`config.mk`:
```
export PLATFORM = sky130hd
export DESIGN_NAME = serial_reg_loader
export DESIGN_NICKNAME = d
export VERILOG_FILES = /design/src/rtl/srl_pkg.sv /design/src/rtl/srl_sync.sv /design/src/rtl/srl_rise.sv /design/src/rtl/srl_shift.sv /design/src/rtl/srl_latch_bank.sv /design/src/rtl/serial_reg_loader.sv
export SDC_FILE = /design/constraint.sdc
export NUM_CORES = 1
export LEC_CHECK = 0
export CORE_MARGIN = 5
export CORE_UTILIZATION = 49
export DETAILED_ROUTE_END_ITERATION = 12
export HOLD_SLACK_MARGIN = 0.08
export PLACE_DENSITY = 0.77
export SYNTH_ARGS = -nofsm -noshare
export SYNTH_HDL_FRONTEND = slang
export SYNTH_SLANG_ARGS = --single-unit
```
`constraint.sdc`:
```
create_clock -name clk -period 3.7 [get_ports clk]
set_input_delay 0.37 -clock clk [delete_from_list [all_inputs] [get_ports clk]]
set_output_delay 0.37 -clock clk [all_outputs]
set_load 0.01 [all_outputs]
```
`src/rtl/srl_pkg.sv`:
```
package srl_pkg;
  localparam int CODE_W = 2;

  // Address carried in the last two bits of a frame.
  typedef enum logic [CODE_W-1:0] {
    SEL_REF_CH2  = 2'b00,
    SEL_REF_CH1  = 2'b01,
    SEL_MAIN_CH2 = 2'b10,
    SEL_MAIN_CH1 = 2'b11
  } sel_e;
endpackage

```
`src/rtl/srl_sync.sv`:
```
// Multi-stage synchronizer for a group of asynchronous pins.
module srl_sync #(
  parameter int W      = 3,
  parameter int STAGES = 2
) (
  input  logic         clk,
  input  logic         rst_n,
  input  logic [W-1:0] pins,
  output logic [W-1:0] pins_q
);
  logic [W-1:0] stg [STAGES];

  genvar s;
  generate
    for (s = 0; s < STAGES; s++) begin : g_stage
      always_ff @(posedge clk or negedge rst_n) begin
        if (!rst_n)      stg[s] <= '0;
        else if (s == 0) stg[s] <= pins;
        else             stg[s] <= stg[(s == 0) ? 0 : s-1];
      end
    end
  endgenerate

  assign pins_q = stg[STAGES-1];
endmodule

```
`src/rtl/srl_rise.sv`:
```
// Rising-edge detector on synchronized levels.
module srl_rise #(
  parameter int W = 2
) (
  input  logic         clk,
  input  logic         rst_n,
  input  logic [W-1:0] lvl,
  output logic [W-1:0] rise
);
  logic [W-1:0] lvl_d;

  always_ff @(posedge clk or negedge rst_n) begin
    if (!rst_n) lvl_d <= '0;
    else        lvl_d <= lvl;
  end

  assign rise = lvl & ~lvl_d;
endmodule

```
`src/rtl/srl_shift.sv`:
```
// Shift register holding the trailing bits of a frame.
module srl_shift #(
  parameter int W = 20
) (
  input  logic         clk,
  input  logic         rst_n,
  input  logic         shift_en,
  input  logic         bit_in,
  output logic [W-1:0] word
);
  always_ff @(posedge clk or negedge rst_n) begin
    if (!rst_n)        word <= '0;
    else if (shift_en) word <= {word[W-2:0], bit_in};
  end
endmodule

```
`src/rtl/srl_latch_bank.sv`:
```
// Address decode and the four holding registers.
module srl_latch_bank
  import srl_pkg::*;
#(
  parameter int REF_W   = 15,
  parameter int SWAL_W  = 7,
  parameter int PROG_W  = 11,
  parameter int MIN_REF = 3,
  localparam int MAIN_W = SWAL_W + PROG_W,
  localparam int KEEP_W = CODE_W + ((REF_W > MAIN_W) ? REF_W : MAIN_W)
) (
  input  logic                   clk,
  input  logic                   rst_n,
  input  logic                   load_en,
  input  logic [KEEP_W-1:0]      word,
  output logic [1:0][REF_W-1:0]  ref_q,   // index 0 = channel 1
  output logic [1:0][SWAL_W-1:0] swal_q,
  output logic [1:0][PROG_W-1:0] prog_q,
  output logic [3:0]             flags,   // bit index = address code
  output logic                   ref_reject
);
  logic [CODE_W-1:0] code;
  logic [REF_W-1:0]  ref_field;
  logic [SWAL_W-1:0] swal_field;
  logic [PROG_W-1:0] prog_field;
  logic              ref_ok;
  logic [1:0]        ref_set, main_set;

  assign code       = word[CODE_W-1:0];
  assign ref_field  = word[CODE_W+REF_W-1:CODE_W];
  assign swal_field = word[CODE_W+SWAL_W-1:CODE_W];
  assign prog_field = word[CODE_W+MAIN_W-1:CODE_W+SWAL_W];
  assign ref_ok     = (ref_field >= REF_W'(MIN_REF));

  always_ff @(posedge clk or negedge rst_n) begin
    if (!rst_n) begin
      ref_q    <= '0;
      swal_q   <= '0;
      prog_q   <= '0;
      ref_set  <= '0;
      main_set <= '0;
    end else if (load_en) begin
      for (int ch = 0; ch < 2; ch++) begin
        // Channel 1 has code bit 0 set, channel 2 has it clear.
        if (code == {1'b0, ch == 0} && ref_ok) begin
          ref_q[ch]   <= ref_field;
          ref_set[ch] <= 1'b1;
        end
        if (code == {1'b1, ch == 0}) begin
          swal_q[ch]   <= swal_field;
          prog_q[ch]   <= prog_field;
          main_set[ch] <= 1'b1;
        end
      end
    end
  end

  always_ff @(posedge clk or negedge rst_n) begin
    if (!rst_n) ref_reject <= 1'b0;
    else        ref_reject <= load_en && !code[1] && !ref_ok;
  end

  assign flags[SEL_REF_CH2]  = ref_set[1];
  assign flags[SEL_REF_CH1]  = ref_set[0];
  assign flags[SEL_MAIN_CH2] = main_set[1];
  assign flags[SEL_MAIN_CH1] = main_set[0];


  reject_keeps_ref_chk: assert property (@(posedge clk) disable iff (!rst_n)
    ref_reject |-> $stable(ref_q));


  reject_single_pulse_chk: assert property (@(posedge clk) disable iff (!rst_n)
    ref_reject |=> !ref_reject);


  flag_sticky_chk: assert property (@(posedge clk) disable iff (!rst_n)
    (($past(flags) & ~flags) == 4'b0000));


  unloaded_zero_chk: assert property (@(posedge clk) disable iff (!rst_n)
    (flags[SEL_REF_CH1] || ref_q[0] == '0) && (flags[SEL_REF_CH2] || ref_q[1] == '0)
    && (flags[SEL_MAIN_CH1] || (swal_q[0] == '0 && prog_q[0] == '0))
    && (flags[SEL_MAIN_CH2] || (swal_q[1] == '0 && prog_q[1] == '0)));
endmodule

```
`src/rtl/serial_reg_loader.sv`:
```
module serial_reg_loader
  import srl_pkg::*;
#(
  parameter int REF_W       = 15,
  parameter int SWAL_W      = 7,
  parameter int PROG_W      = 11,
  parameter int MIN_REF     = 3,
  parameter int SYNC_STAGES = 2,
  localparam int MAIN_W     = SWAL_W + PROG_W,
  localparam int KEEP_W     = CODE_W + ((REF_W > MAIN_W) ? REF_W : MAIN_W)
) (
  input  logic              clk,
  input  logic              rst_n,
  input  logic              ser_clk,
  input  logic              ser_dat,
  input  logic              ser_le,
  output logic [REF_W-1:0]  ref_ch1,
  output logic [REF_W-1:0]  ref_ch2,
  output logic [SWAL_W-1:0] swal_ch1,
  output logic [PROG_W-1:0] prog_ch1,
  output logic [SWAL_W-1:0] swal_ch2,
  output logic [PROG_W-1:0] prog_ch2,
  output logic [3:0]        loaded,
  output logic              ref_reject
);
  logic [2:0]              pins_q;
  logic [1:0]              rise;
  logic [KEEP_W-1:0]       word;
  logic [1:0][REF_W-1:0]   ref_q;
  logic [1:0][SWAL_W-1:0]  swal_q;
  logic [1:0][PROG_W-1:0]  prog_q;

  // Data, clock and strobe pass through the same stages so they stay aligned.
  srl_sync #(.W(3), .STAGES(SYNC_STAGES)) sync_i (
    .clk(clk), .rst_n(rst_n),
    .pins({ser_le, ser_clk, ser_dat}), .pins_q(pins_q)
  );

  srl_rise #(.W(2)) rise_i (
    .clk(clk), .rst_n(rst_n), .lvl(pins_q[2:1]), .rise(rise)
  );

  srl_shift #(.W(KEEP_W)) shift_i (
    .clk(clk), .rst_n(rst_n), .shift_en(rise[0]), .bit_in(pins_q[0]), .word(word)
  );

  srl_latch_bank #(
    .REF_W(REF_W), .SWAL_W(SWAL_W), .PROG_W(PROG_W), .MIN_REF(MIN_REF)
  ) bank_i (
    .clk(clk), .rst_n(rst_n), .load_en(rise[1]), .word(word),
    .ref_q(ref_q), .swal_q(swal_q), .prog_q(prog_q),
    .flags(loaded), .ref_reject(ref_reject)
  );

  assign ref_ch1  = ref_q[0];
  assign ref_ch2  = ref_q[1];
  assign swal_ch1 = swal_q[0];
  assign prog_ch1 = prog_q[0];
  assign swal_ch2 = swal_q[1];
  assign prog_ch2 = prog_q[1];


  hold_without_load_chk: assert property (@(posedge clk) disable iff (!rst_n)
    !rise[1] |=> $stable({ref_q, swal_q, prog_q, loaded}));
endmodule

```
# == Word level (Yosys, flattened, before mapping) ==
# Cells that the tools add are included.
# word_totals
reg_bits,99
out_inout_bits,71
# op_classes
eq_ne,3
bitwise_logic,2
n_reduce_logical,11
magnitude_cmp,1
# op_table
cell,count
$ge A15 B2 Y1 const B,1
$reduce_and A2 Y1,4
$eq A2 B2 Y1 const B,2
$logic_and A1 B1 Y1,4
$and A2 B2 Y2,1
$eq A2 B1 Y1 const B,1
$logic_not A1 Y1,2
$logic_not A2 Y1,1
$not A2 Y2,1

# == Depth between registers and ports, before layout ==
# logic_depth
ltp_word,4
depth_mapped,5
ltp_nobuf,4

# == By module ==
# From an unflattened synthesis, not the netlist that was laid out.
# hier_totals
hier_cells,212
area_unflattened_um2,3767.4
# by_module_without_submodules
module,area_per_inst_um2,cells_per_inst,n_inst
srl_latch_bank,2693.8,157,1
srl_shift,823.3,42,1
srl_sync,172.7,9,1
srl_rise,77.6,4,1

# == Worst setup path before layout ==
# Ideal clock, no wire load.
# synth_path
kind,register to register
from,reg shift_i.word[8]
to,reg bank_i.ref_q[0] (netlist name)
setup_ps,127
period_less_slack_ps,1634
path_buffers,1
arrival_time_ps,1506
setup_slack_ps,2066
path_stages_with_launch,6
required_time_ps,3573
path_cell_list,dfrtp_1 > nor4_1 > nand4_1 > nand3_2 > buf_6 > mux2_1
# synth_between
elab_chain_cells,3
# synth_rtl
element,line,source
start: declaration,srl_shift.sv:9,output logic [W-1:0] word
start signal: assignment,srl_shift.sv:13,"else if (shift_en) word <= {word[W-2:0], bit_in};"
$ge A15 B2 Y1,srl_latch_bank.sv:33,assign ref_ok = (ref_field >= REF_W'(MIN_REF));
$logic_and A1 B1 Y1,srl_latch_bank.sv:45,"if (code == {1'b0, ch == 0} && ref_ok) begin"
$reduce_and A2 Y1 (no source line),--,
end signal: indexed assignment,srl_latch_bank.sv:46,ref_q[ch] <= ref_field;
end: declaration,srl_latch_bank.sv:16,"output logic [1:0][REF_W-1:0] ref_q,"
# Every way passes these cells.
# A chain may end at the register's enable or synchronous reset.

# == Worst setup path in the final report ==
# layout_path
from,reg shift_i.word[8]
to,reg bank_i.ref_q[18] (netlist name)
# The elaborated chain is that of the path after synthesis.

==> results.yml <==
sta:
  rsz0062_at_grt: "no"
  setup_violations: 0
  worst_pin_slew_ns: 1.04
  setup_tns_ns: 0
  slew_headroom_pct: 30.4
  fin_worst_skew_ns: 0.0183
  fmax_mhz: 501
  min_period_ns: 2.00
  finalCritPeriodShare_pct: 54.0
  hold_viol_final: 0
  slew_viol_final: 0
route:
  routed_wl_um: 7090
  met1Wirelength_um: 3130
  drt_iter0_drc: 50
  drc: 0
  drt-vias-per-instance: 5.11
  dr.pass1.iters: 4
  routed.top_layer: "met4"
  detail-route-antenna-nets: 0
  route.detailed.wl_per_inst_um: 17.9
  met2_wirelength_um: 3440
  vias: 2023
  wl_met3_um: 389
finish:
  drive_gt1_share_pct: 34.7
  nets: 297
  final_common_cell: "dfrtp_1"
  seq_area_um2: 2480
  multiInputGateArea_um2: 1140
  fillers: 564
  antenna_cells: 0
  design_area_um2: 4720
  area_delta_synth_final_pct: 29.0
  final_cell_mix: "dfrtp_1 (99), clkdlybuf4s50_1 (74), mux2_2 (68)"
global_route:
  grt_max_degree: 81
  grt_pass1_wl_um: 11700
  grt_usage_pct: 16.8
  gr-total-overflow: 0
  grt_pass1_vias: 2190
  antenna_found_initial: 0
run:
  drv_cap: 0
synthesis:
  synth_cell_types: 23
  synth.avg_cell_area_um2: 17.3
  synthCells: 211
  syn_nets: 216
  yosysWarnings: 0
  yosysSeqAreaShare_pct: 67.8
  syn_area_um2: 3650
  ys_ff_latch: 99
worst_hold_path:
  hp-class: "in2async"
worst_setup_path:
  path_cells: "nor4_1 -> nand4_1 -> nand2_2 -> mux2_2"
  worst-endpoint-arrival_ns: 2.24
  end_kind: "register"
  worst_ep_required_time_ns: 3.94
  cp_max_fo: 16
  crit_path_top_delay_cell: "dfrtp_1"
  critPathTopFamily: "simple AND/OR/NAND/NOR gates"
  start_kind: "register"
  worstSetupPathType: "reg2reg"
  max_stage_delay_ns: 0.47
  path_buf_inv: 0
clock_network:
  cts-htree-levels: 3
  cts_resized: 0
  path_clk_slew_ns: 0.10
  numCtsBuffers: 9
  clockBufferDepth: 2
  clock_sinks: 99
  clock_latency_ns: 0.36
  cts_tree: "built"
  root_buffer: "clkbuf_8"
  cts_hold_buf: 0
  cts_setup_buffers: 0
floorplan:
  rows: 31
  pin_count: 76
  die-width_um: 96.4
  die_y_um: 96.4
  initial_core_util_pct: 50.4
  fp.dieArea_um2: 9290
  coreArea_um2: 7250
placed_design:
  gp_congestion: 0.746
  dp_hpwl_um: 4880
  placed_cell_area_um2: 4510
  io_buffers: 75
power:
  vdd_drop_max_uv: 411
  p_leak_nw: 2.16
  p_per_area_nw_per_um2: 733
status:
  status: "completed"
## through the flow
step | hold slack (ns) | power [mW] | worst slack, ns | cells | utilization, %
5_1_grt | 0.233 | 3.66 | 1.57 | 396 | 65.0
2_1_floorplan | 0.0744 | 2.12 | 2.07 | 211 | -
6_report | 0.153 | 3.46 | 1.70 | 396 | 65.0
3_3_place_gp | 0.336 | 2.77 | 1.73 | 380 | 62.2
3_5_place_dp | 0.339 | 2.81 | 1.71 | 380 | 62.2
4_1_cts | 0.195 | 3.50 | 1.69 | 396 | 65.0
## state kept, by name (all words and copies together), names as in the netlist
signal	count
bank_i.ref_set	2
rise_i.lvl_d	2
bank_i.swal_q	14
sync_i.pins_q	3
bank_i.prog_q	22
bank_i.ref_reject	1
sync_i.stg	3
shift_i.word	20
bank_i.ref_q	30
bank_i.main_set	2
## worst register-to-register path: stages (launching register included)
cell	delay [ns]
dfrtp_1	0.47
nor4_1	0.34
nand4_1	0.23
nand2_2	0.45
mux2_2	0.40
## area by class of cell
type                       instances  area share, %
sequential                        99           52.5
clock buffer                      10           2.92
timing repair buffer              78           16.3
clock inverter                     6           1.35
tap                               99           2.63
multi-input combinational        104           24.2
## report_power, final
group / switching, mW / total (mW) / internal, mW
clock: 0.360 / 0.691 / 0.331
sequential: 0.291 / 1.70 / 1.41
combinational: 0.362 / 1.06 / 0.703
## worst paths after layout
| path | end | cells after the start | start | slack, ns |
|---|---|---|---|---|
| max | bank_i.ref_q[18] | 4 | shift_i.word[8] | 1.70 |
| min | bank_i.ref_q[21] | 1 | rst_n | 0.15 |
| max reg2reg | bank_i.ref_q[18] | 4 | shift_i.word[8] | 1.70 |
| min reg2reg | sync_i.pins_q[1] | 0 | sync_i.stg[4] | 0.36 |
| max in group asynchronous | shift_i.word[0] | 2 | rst_n | 2.70 |
| min in group clk | sync_i.pins_q[1] | 0 | sync_i.stg[4] | 0.36 |
## cell usage after synthesis
cell	number	area [um^2]
a21oi_1	1	5.00
buf_1	1	3.75
buf_2	3	15.0
buf_4	1	7.51
buf_6	2	22.5
clkbuf_1	1	3.75
dfrtp_1	99	2480
mux2_1	9	101
mux2_2	68	766
mux2_4	9	135
nand2_2	1	6.26
nand2b_1	3	18.8
nand3_2	1	10.0
nand4_1	1	6.26
nand4b_1	1	8.76
nor2_1	1	3.75
nor2_2	1	6.26
nor2b_1	1	6.26
nor3b_1	1	7.51
nor4_1	3	18.8
nor4bb_1	1	10.0
or2_2	1	6.26
or3b_1	1	8.76
## per-layer routing
layer	vias up	global-route usage [%]
met2	53	26.3
met3	11	3.83
met5	-	0
met4	0	7.48
li1	915	-
met1	1044	22.6
## cell families (layout without fill, tap and decap cells)
family,Yosys count,after routing,synth area share (%)
mux,86,86,27.4
flops,99,99,67.8
compound gates,1,1,0.137
simple gates,17,17,3.22
buf+inv,8,94,1.44
No activity file was read; power rests on OpenSTA's default activity.
